**src/rtl/srp_pkg.sv**
```systemverilog
package srp_pkg;
  localparam int WORD_W      = 16;
  localparam int ADDR_W      = 12;
  localparam int CMD_RD_BIT  = WORD_W - 1;
  localparam int CMD_INC_BIT = WORD_W - 4;

  typedef enum logic [1:0] {PH_CMD, PH_DATA, PH_HOLD} phase_t;

  function automatic logic cmd_is_read(input logic [WORD_W-1:0] w);
    return w[CMD_RD_BIT];
  endfunction

  function automatic logic cmd_is_inc(input logic [WORD_W-1:0] w);
    return w[CMD_INC_BIT];
  endfunction

  function automatic logic [ADDR_W-1:0] cmd_addr(input logic [WORD_W-1:0] w);
    return w[ADDR_W-1:0];
  endfunction

  // modular step, wraps at the top of the address space
  function automatic logic [ADDR_W-1:0] addr_next(input logic [ADDR_W-1:0] a);
    return a + 1'b1;
  endfunction
endpackage

```
**src/rtl/srp_sync.sv**
```systemverilog
module srp_sync #(
  parameter int N = 1,
  parameter int STAGES = 2,
  parameter logic [N-1:0] RST = '0
) (
  input  logic         clk,
  input  logic         rst_n,
  input  logic [N-1:0] d,
  output logic [N-1:0] q
);
  logic [N-1:0] chain [STAGES+1];
  assign chain[0] = d;

  for (genvar s = 0; s < STAGES; s++) begin : g_stage
    always_ff @(posedge clk or negedge rst_n) begin
      if (!rst_n) chain[s+1] <= RST;
      else        chain[s+1] <= chain[s];
    end
  end

  assign q = chain[STAGES];
endmodule

```
**src/rtl/srp_rx.sv**
```systemverilog
module srp_rx #(
  parameter int W = 16
) (
  input  logic         clk,
  input  logic         rst_n,
  input  logic         clear,
  input  logic         shift_en,
  input  logic         din,
  output logic [W-1:0] word,
  output logic         word_done
);
  localparam int CW = $clog2(W);
  logic [CW-1:0] cnt;

  always_ff @(posedge clk or negedge rst_n) begin
    if (!rst_n) begin
      cnt <= '0;
      word <= '0;
      word_done <= 1'b0;
    end else if (clear) begin
      cnt <= '0;
      word_done <= 1'b0;
    end else begin
      word_done <= 1'b0;
      if (shift_en) begin
        word <= {word[W-2:0], din};
        if (cnt == CW'(W-1)) begin
          cnt <= '0;
          word_done <= 1'b1;
        end else begin
          cnt <= cnt + 1'b1;
        end
      end
    end
  end

  // a completed word is always the result of a sampled clock edge
  assert_done_after_edge_R1: assert property (@(posedge clk) disable iff (!rst_n)
    word_done |-> $past(shift_en));
endmodule

```
**src/rtl/srp_tx.sv**
```systemverilog
module srp_tx #(
  parameter int W = 16
) (
  input  logic         clk,
  input  logic         rst_n,
  input  logic         clear,
  input  logic         load,
  input  logic [W-1:0] ld_data,
  input  logic         shift_en,
  output logic         bit_o
);
  logic [W-1:0] sreg;

  always_ff @(posedge clk or negedge rst_n) begin
    if (!rst_n) begin
      sreg <= '0;
      bit_o <= 1'b0;
    end else if (clear) begin
      bit_o <= 1'b0;
    end else if (load) begin
      sreg <= ld_data;
    end else if (shift_en) begin
      bit_o <= sreg[W-1];
      sreg <= {sreg[W-2:0], 1'b0};
    end
  end

  // the output bit only moves on a falling serial edge
  assert_bit_on_fall_R3: assert property (@(posedge clk) disable iff (!rst_n)
    (!$stable(bit_o) && !$past(clear)) |-> $past(shift_en));
endmodule

```
**src/rtl/serial_reg_port.sv**
```systemverilog
module serial_reg_port
  import srp_pkg::*;
#(
  parameter int SYNC_STAGES = 2
) (
  input  logic              clk,
  input  logic              rst_n,
  input  logic              sel_n,
  input  logic              sclk,
  input  logic              sdi,
  output logic              sdo,
  output logic              sdo_oe,
  output logic [ADDR_W-1:0] reg_addr,
  output logic [WORD_W-1:0] reg_wdata,
  output logic              reg_wr,
  output logic              reg_rd,
  input  logic [WORD_W-1:0] reg_rdata
);
  logic sel_s, sck_s, sdi_s, sck_p;
  logic sel_act, sck_rise, sck_fall;
  logic [WORD_W-1:0] word;
  logic word_done;

  phase_t phase;
  logic rw_q, inc_q;
  logic [ADDR_W-1:0] addr_q;
  logic [WORD_W-1:0] wdata_q;
  logic wr_q, rd_q;

  srp_sync #(.N(3), .STAGES(SYNC_STAGES), .RST(3'b100)) u_sync (
    .clk(clk), .rst_n(rst_n),
    .d({sel_n, sclk, sdi}), .q({sel_s, sck_s, sdi_s})
  );

  always_ff @(posedge clk or negedge rst_n) begin
    if (!rst_n) sck_p <= 1'b0;
    else        sck_p <= sck_s;
  end

  assign sel_act  = ~sel_s;
  assign sck_rise = sel_act & sck_s & ~sck_p;
  assign sck_fall = sel_act & ~sck_s & sck_p;

  srp_rx #(.W(WORD_W)) u_rx (
    .clk(clk), .rst_n(rst_n), .clear(~sel_act), .shift_en(sck_rise),
    .din(sdi_s), .word(word), .word_done(word_done)
  );

  always_ff @(posedge clk or negedge rst_n) begin
    if (!rst_n) begin
      phase <= PH_CMD;
      rw_q <= 1'b0;
      inc_q <= 1'b0;
      addr_q <= '0;
      wdata_q <= '0;
      wr_q <= 1'b0;
      rd_q <= 1'b0;
    end else begin
      wr_q <= 1'b0;
      rd_q <= 1'b0;
      if (!sel_act) begin
        phase <= PH_CMD;
      end else begin
        if (wr_q && inc_q) addr_q <= addr_next(addr_q);
        if (word_done) begin
          case (phase)
            PH_CMD: begin
              rw_q   <= cmd_is_read(word);
              inc_q  <= cmd_is_inc(word);
              addr_q <= cmd_addr(word);
              rd_q   <= cmd_is_read(word);
              phase  <= PH_DATA;
            end
            PH_DATA: begin
              if (rw_q) begin
                if (inc_q) begin
                  addr_q <= addr_next(addr_q);
                  rd_q <= 1'b1;
                end else begin
                  phase <= PH_HOLD;
                end
              end else begin
                wr_q <= 1'b1;
                wdata_q <= word;
                if (!inc_q) phase <= PH_HOLD;
              end
            end
            default: ;
          endcase
        end
      end
    end
  end

  srp_tx #(.W(WORD_W)) u_tx (
    .clk(clk), .rst_n(rst_n), .clear(~sel_act), .load(rd_q),
    .ld_data(reg_rdata), .shift_en(sck_fall), .bit_o(sdo)
  );

  assign sdo_oe    = sel_act & rw_q & (phase != PH_CMD);
  assign reg_addr  = addr_q;
  assign reg_wdata = wdata_q;
  assign reg_wr    = wr_q;
  assign reg_rd    = rd_q;

  assert_strobe_excl_R11: assert property (@(posedge clk) disable iff (!rst_n)
    !(reg_wr && reg_rd));
  assert_wr_pulse_R11: assert property (@(posedge clk) disable iff (!rst_n)
    reg_wr |=> !reg_wr);
  assert_wr_after_word_R2: assert property (@(posedge clk) disable iff (!rst_n)
    reg_wr |-> $past(word_done));
  assert_idle_quiet_R8: assert property (@(posedge clk) disable iff (!rst_n)
    (!sel_act && $past(!sel_act)) |-> (!reg_wr && !reg_rd));
  assert_addr_step_R5: assert property (@(posedge clk) disable iff (!rst_n)
    (reg_wr && inc_q && sel_act) |=> (reg_addr == addr_next($past(reg_addr))));
endmodule

```
**config.mk**
```make
export PLATFORM = sky130hd
export DESIGN_NAME = serial_reg_port
export DESIGN_NICKNAME = d
export VERILOG_FILES = /design/src/rtl/srp_pkg.sv /design/src/rtl/srp_sync.sv /design/src/rtl/srp_rx.sv /design/src/rtl/srp_tx.sv /design/src/rtl/serial_reg_port.sv
export SDC_FILE = /design/constraint.sdc
export NUM_CORES = 1
export LEC_CHECK = 0
export BUFFER_PORTS_ARGS = -buffer_cell sky130_fd_sc_hd__clkbuf_2
export CAP_MARGIN = 10
export CORE_MARGIN = 5
export CORE_UTILIZATION = 50
export CTS_CLUSTER_SIZE = 28
export DETAILED_ROUTE_END_ITERATION = 12
export PLACE_DENSITY_LB_ADDON = 0.2
export SYNTH_ARGS = -nofsm -noshare
export SYNTH_HDL_FRONTEND = slang
export SYNTH_SLANG_ARGS = --single-unit
```
**constraint.sdc**
```tcl
create_clock -name clk -period 2.5 [get_ports clk]
set_input_delay 0.5 -clock clk [delete_from_list [all_inputs] [get_ports clk]]
set_output_delay 0.5 -clock clk [all_outputs]
set_load 0.02 [all_outputs]
```
-- After elaboration in Yosys (flattened, before gate mapping)
Cells that the tools add are included.
- $add $sub $neg: 2
- eq/ne operators: 4
- mux-type cells: 29
- bitwise logic cells: 10
- reductions and logical operators: 14
- operator list (operator ; count):
    2-to-1 mux 12 bit ; 4
    2-to-1 mux 16 bit ; 2
    one-hot mux 12 bit (2 select lines) ; 1
    2-to-1 mux 1 bit ; 14
    adder 12 x 1 -> 12 bit, second input constant ; 1
    2-to-1 mux 4 bit ; 3
    nonzero test 2 bit ; 5
    AND 1 bit ; 6
    2-to-1 mux 2 bit ; 3
    AND reduction 2 bit ; 3
    AND reduction 3 bit ; 2
    adder 4 x 1 -> 4 bit, second input constant ; 1
    equality test 4 bit, second input constant ; 1
    inverter 1 bit ; 4
    one-hot mux 2 bit (2 select lines) ; 1
    AND reduction 4 bit ; 1
    != test 3 x 2 -> 1 bit, second input constant ; 1
    nonzero test 3 bit ; 1
    equality test 2 x 1 -> 1 bit, second input constant ; 1
    logical NOT 2 bit ; 1
    != test 2 x 1 -> 1 bit, second input constant ; 1
    one-hot mux 1 bit (2 select lines) ; 1
    logical AND 1 bit ; 1
- bits in registers: 79
- input port bits: 21
- output and inout bits: 32
- logic and storage cells: 74

-- Depth between registers and ports, before layout
- depth in word-level cells: 6
- gate-level depth with buffers: 6
- mapped depth without buffers: 6

-- Hierarchy
Synthesis repeated with hierarchy kept, for this count alone.
- cells, all modules: 373
- area total of the unflattened synthesis: 3818.7 µm²
- by module, submodules not included (module ; times used ; cells an instance ; area an instance (µm²) ; sequential area each (µm²)):
    serial_reg_port ; 1 ; 215 ; 1871.8 ; 875.8
    srp_rx ; 1 ; 57 ; 890.9 ; 525.5
    srp_tx ; 1 ; 92 ; 880.8 ; 425.4
    srp_sync ; 1 ; 9 ; 175.2 ; 152.6

-- Least setup slack after synthesis
OpenSTA, ideal clock, no wires.
- kind: register to output
- start point: reg u_sync.chain (netlist bit u_sync.q[2])
- end point: out sdo_oe
- data arrival time: 1.453 ns
- required time: 2.000 ns
- slack: 0.547 ns
- stages on the path, launching flop included: 5
- path buffers: 3
- cell sequence: dfstp_2 > buf_2 > buf_1 > clkbuf_1 > nor3b_1
- cells in the longest elaborated chain, start to end: 3
- ends and longest elaborated chain (element ; RTL line ; text):
    start, declared ; srp_sync.sv:11 ; logic [N-1:0] chain [STAGES+1];
    start signal, assigned by index ; srp_sync.sv:17 ; else chain[s+1] <= chain[s];
    inverter 1 bit (no line) ; - ;
    AND 1 bit (2 in series) ; serial_reg_port.sv:100 ; assign sdo_oe = sel_act & rw_q & (phase != PH_CMD);
    end, declared ; serial_reg_port.sv:12 ; output logic sdo_oe,
Every way passes these cells.

-- Worst setup path after layout
- start point: reg phase[1]
- end point: reg addr_q[5] (netlist: reg_addr[5])
- cells in the longest elaborated chain, start to end: 3
- elaborated cells between the ends (all ways): 4
- those cells by class: eq/ne: 1; mux: 2; reduce/logical: 1
- ends and longest elaborated chain (element ; RTL line ; text):
    start, declared ; serial_reg_port.sv:24 ; phase_t phase;
    start signal, assigned ; serial_reg_port.sv:51 ; phase <= PH_CMD;
    start signal, assigned ; serial_reg_port.sv:62 ; phase <= PH_CMD;
    start signal, assigned ; serial_reg_port.sv:72 ; phase <= PH_DATA;
    equality test 2 x 1 -> 1 bit or logical NOT 2 bit (tied branches) ; serial_reg_port.sv:66 ; case (phase)
    one-hot mux 12 bit (2 select lines) (*) ; serial_reg_port.sv:66 ;
    2-to-1 mux 12 bit (*) ; serial_reg_port.sv:65 ; if (word_done) begin
    end signal, assigned ; serial_reg_port.sv:64 ; if (wr_q && inc_q) addr_q <= addr_next(addr_q);
    end signal, assigned ; serial_reg_port.sv:70 ; addr_q <= cmd_addr(word);
    end signal, assigned ; serial_reg_port.sv:77 ; addr_q <= addr_next(addr_q);
    end, declared ; serial_reg_port.sv:26 ; logic [ADDR_W-1:0] addr_q;
Mark *: on every way between the ends. The rest lies on a longest branch, timed or not.
A chain may end at the register's enable or synchronous reset.

==> metrics.txt <==
standby leakage power=1.962 nW; power density over the cells=630.4 nW/um^2; post-CTS setup buffer count=0; proportion of synthesized flip-flops having asynchronous set or reset=100.0%; Critical Path RT=2.73 ns; largest voltage drop on the vdd net=0.3322 mV; iteration-0 DRC count of the detailed router=263; final weighted congestion in routability-driven placement=0.8657; clock latency on the worst-skew pair=0.34 ns; Initial Util=51.73%; antenna diode instance count=0; FP Rows=31; status=finished, final reports clean; sequential cell area in the final layout=1979 um^2; EDFF count, synth=0; utilization after layout=59.12%; syn avg cell area=11.09 um^2; die width=97.09 um; Core Footprint=7331 um^2; register clock-pin slew on the reported worst setup and hold paths=0.08 ns; IO Port Bufs=52; Pre-Repair DR Iteration Count=4; CTS tree=built; final critical-path share of the clock period=78.95%; global-route wire length before repair=13790 um; nature of the critical path startpoint=flop; overall global routing resource usage=17.68%; vertical die dimension=97.09 um; IO Count=53; number of max-slew violations in the final report=0; net count of the mapped netlist=365; Worst Max-Slew Pin Slew=0.5547 ns; hold-fix buffer count after cts=0; via count of the routed design=2757; setup-violating endpoint count in the final report=0; hold slack final=0.1137 ns; min cycle time layout=1.974 ns; overall die area=9426 um^2; total placed instance area=4123 um^2; number of instances resized during post-cts repair=0; Layout Area Growth over Synthesis=14.29%; setup repair after global routing missed its margin=no; total of fill cells in the finished design=629; share of synthesized area occupied by flip-flops and latches=52.19%; area occupied by multi-input gates=1692 um^2; largest clock skew in the final design=0.004540 ns; final global-route overflow total=0; max-cap viol count=0; drt via density=5.592; CTS root buf=sky130_fd_sc_hd__clkbuf_8; total clock sinks=79; maximum number of pins on one net before global-route repair=45; share of final-layout standard cells stronger than drive strength 1=29.70%; synthesis-stage register bit count=79; Synth Instances=342; Post-Syn Area=3792 um^2; kind of capture point of the worst setup path=flop; number of nets in the finished design=412; Synth cell types=61; final routed wirelength across all metal layers=7903 um; arrival time of data at the critical path endpoint=2.20 ns; number of antenna violations at the first check in global routing=0; DRC violations left=0; HPWL after detailed placement=5507 um; count of synthesis-stage warnings from yosys=0; slew margin rel.=62.55%; endpoints failing hold=0; number of buffers created by CTS=9; post-detailed-route count of antenna-violating nets=0; wire length per cell=16.03 um; H-tree depth reported by CTS=3; vias in the first global route=2752; Final TNS setup=0 ns; peak clock frequency supported by timing=506.7 MHz; worst-path fanout max=13; Max Buffers Root-to-Sink=2; class of the tightest hold or removal check=input port to asynchronous set/reset pin; Layout Cell Area excl Fill=4334 um^2; dominant register cell in the synthesized netlist=sky130_fd_sc_hd__dfrtp_1; WS Path Type=flop to flop
## routing by layer
metal	routed length, um	vias up	track usage (%)
met4	71	0	5.832
met1	3637	1318	25.08
li1	-	1327	-
met2	3711	103	27.18
met5	0	-	0
met3	482	9	3.589
## cell type report
type	count	share of cell area (%)
Sequential cell	79	45.67
Multi-Input combinational cell	239	39.03
Timing Repair Buffer	58	7.390
Clock buffer	14	3.984
Tap cell	99	2.858
Clock inverter	2	0.8949
Inverter	2	0.1732
## sequential cells by signal, summed over array words and instances, names as in the netlist
register and flops:
reg_wdata 16, u_rx.word 16, u_tx.sreg 16, reg_addr 12, u_rx.cnt 4, u_sync.chain 3, u_sync.q 3, phase 2
inc_q 1, reg_rd 1, reg_wr 1, rw_q 1, sck_p 1, u_rx.word_done 1, u_tx.bit_o 1
## cells by family (layout without fill, tap and decap cells)
family	after synthesis	in the layout	synth area share (%)
adders and majority gates	2	2	0.6597
buffers and inverters	24	76	3.200
xor gates and xnor gates	7	7	1.617
DFF	79	79	52.19
and+or+nand+nor	100	100	14.38
AOI/OAI and AO/OA	79	79	13.36
muxes	51	51	14.58
## worst max-delay path: stages, from the launching register on
cell and delay [ns]:
sky130_fd_sc_hd__dfrtp_1 0.40, sky130_fd_sc_hd__and2b_1 0.49, sky130_fd_sc_hd__nand2_1 0.32, sky130_fd_sc_hd__a311oi_1 0.32, sky130_fd_sc_hd__a31oi_1 0.06, sky130_fd_sc_hd__o221a_2 0.27
## per-stage QoR
step	worst slack (ns)	std cells	total power, mW
finish	0.5263	493	2.732
global route	0.4303	493	2.862
CTS	0.5425	493	2.761
detailed placement	0.5969	477	1.770
global placement	0.5983	477	1.754
floorplan	0.5466	342	1.650
## worst paths after layout
check | startpoint | to | slack, ns | cells past startpoint
setup reg to reg | phase[1] | reg_addr[5] | 0.53 | 5
setup / recovery | phase[1] | reg_addr[5] | 0.53 | 5
min in group clk | sel_n | u_sync.chain[5] | 0.24 | 1
max in group asynchronous | rst_n | u_rx.word[5] | 1.81 | 2
hold reg to reg | u_sync.chain[3] | u_sync.q[0] | 0.35 | 0
hold / removal | rst_n | reg_addr[10] | 0.11 | 1
## Yosys cell counts (3+ instances only)
library cell / n / share of area (%)
sky130_fd_sc_hd__a21oi_1: 18 / 2.4
sky130_fd_sc_hd__a31oi_1: 5 / 0.82
sky130_fd_sc_hd__buf_2: 9 / 1.2
sky130_fd_sc_hd__buf_4: 3 / 0.59
sky130_fd_sc_hd__clkbuf_1: 6 / 0.59
sky130_fd_sc_hd__dfrtp_1: 77 / 51
sky130_fd_sc_hd__mux2_1: 9 / 2.7
sky130_fd_sc_hd__mux2_2: 25 / 7.4
sky130_fd_sc_hd__mux2i_1: 17 / 4.5
sky130_fd_sc_hd__nand2_1: 35 / 3.5
sky130_fd_sc_hd__nand2b_1: 5 / 0.82
sky130_fd_sc_hd__nand3_1: 6 / 0.79
sky130_fd_sc_hd__nor2_1: 18 / 1.8
sky130_fd_sc_hd__nor2_2: 3 / 0.49
sky130_fd_sc_hd__nor2b_1: 3 / 0.49
sky130_fd_sc_hd__nor3_1: 5 / 0.66
sky130_fd_sc_hd__nor3b_1: 3 / 0.59
sky130_fd_sc_hd__nor4_1: 4 / 0.66
sky130_fd_sc_hd__o211ai_1: 4 / 0.79
sky130_fd_sc_hd__o21ai_0: 26 / 3.4
sky130_fd_sc_hd__o21bai_1: 3 / 0.59
sky130_fd_sc_hd__o311ai_0: 3 / 0.69
sky130_fd_sc_hd__xnor2_1: 3 / 0.69
sky130_fd_sc_hd__xor2_1: 4 / 0.92
## where the power goes
group	internal (mW)	switching [mW]
logic	0.116	0.105
registers	1.40	0.115
clock network	0.549	0.444
total	2.07	0.664
## placed cells by master (no fill, tap or decap), types with 2 or more instances in the layout
| cell type | count |
|---|---|
| sky130_fd_sc_hd__nor3b_1 | 3 |
| sky130_fd_sc_hd__clkbuf_8 | 12 |
| sky130_fd_sc_hd__mux2i_1 | 17 |
| sky130_fd_sc_hd__inv_1 | 2 |
| sky130_fd_sc_hd__o21bai_1 | 3 |
| sky130_fd_sc_hd__ha_1 | 2 |
| sky130_fd_sc_hd__clkbuf_2 | 51 |
| sky130_fd_sc_hd__nor3_1 | 5 |
| sky130_fd_sc_hd__mux2_2 | 25 |
| sky130_fd_sc_hd__buf_4 | 6 |
| sky130_fd_sc_hd__nand2b_1 | 5 |
| sky130_fd_sc_hd__xnor2_1 | 3 |
| sky130_fd_sc_hd__nand2_1 | 35 |
| sky130_fd_sc_hd__nor2_1 | 18 |
| sky130_fd_sc_hd__dfrtp_1 | 77 |
| sky130_fd_sc_hd__nor2_2 | 3 |
| sky130_fd_sc_hd__a21oi_1 | 18 |
| sky130_fd_sc_hd__a21o_1 | 2 |
| sky130_fd_sc_hd__mux2_1 | 9 |
| sky130_fd_sc_hd__a221oi_1 | 2 |
| sky130_fd_sc_hd__nor2_4 | 2 |
| sky130_fd_sc_hd__clkbuf_1 | 2 |
| sky130_fd_sc_hd__a311oi_1 | 2 |
| sky130_fd_sc_hd__nor3_2 | 2 |
| sky130_fd_sc_hd__nor2b_1 | 3 |
| sky130_fd_sc_hd__dfstp_2 | 2 |
| sky130_fd_sc_hd__nand3_1 | 6 |
| sky130_fd_sc_hd__nand4_1 | 2 |
| sky130_fd_sc_hd__o211ai_1 | 4 |
| sky130_fd_sc_hd__xor2_1 | 4 |
| sky130_fd_sc_hd__o311ai_0 | 3 |
| sky130_fd_sc_hd__a31oi_1 | 5 |
| sky130_fd_sc_hd__a211oi_1 | 2 |
| sky130_fd_sc_hd__nor4_1 | 4 |
| sky130_fd_sc_hd__o21ai_0 | 26 |
(Power assumes the default switching activity.)
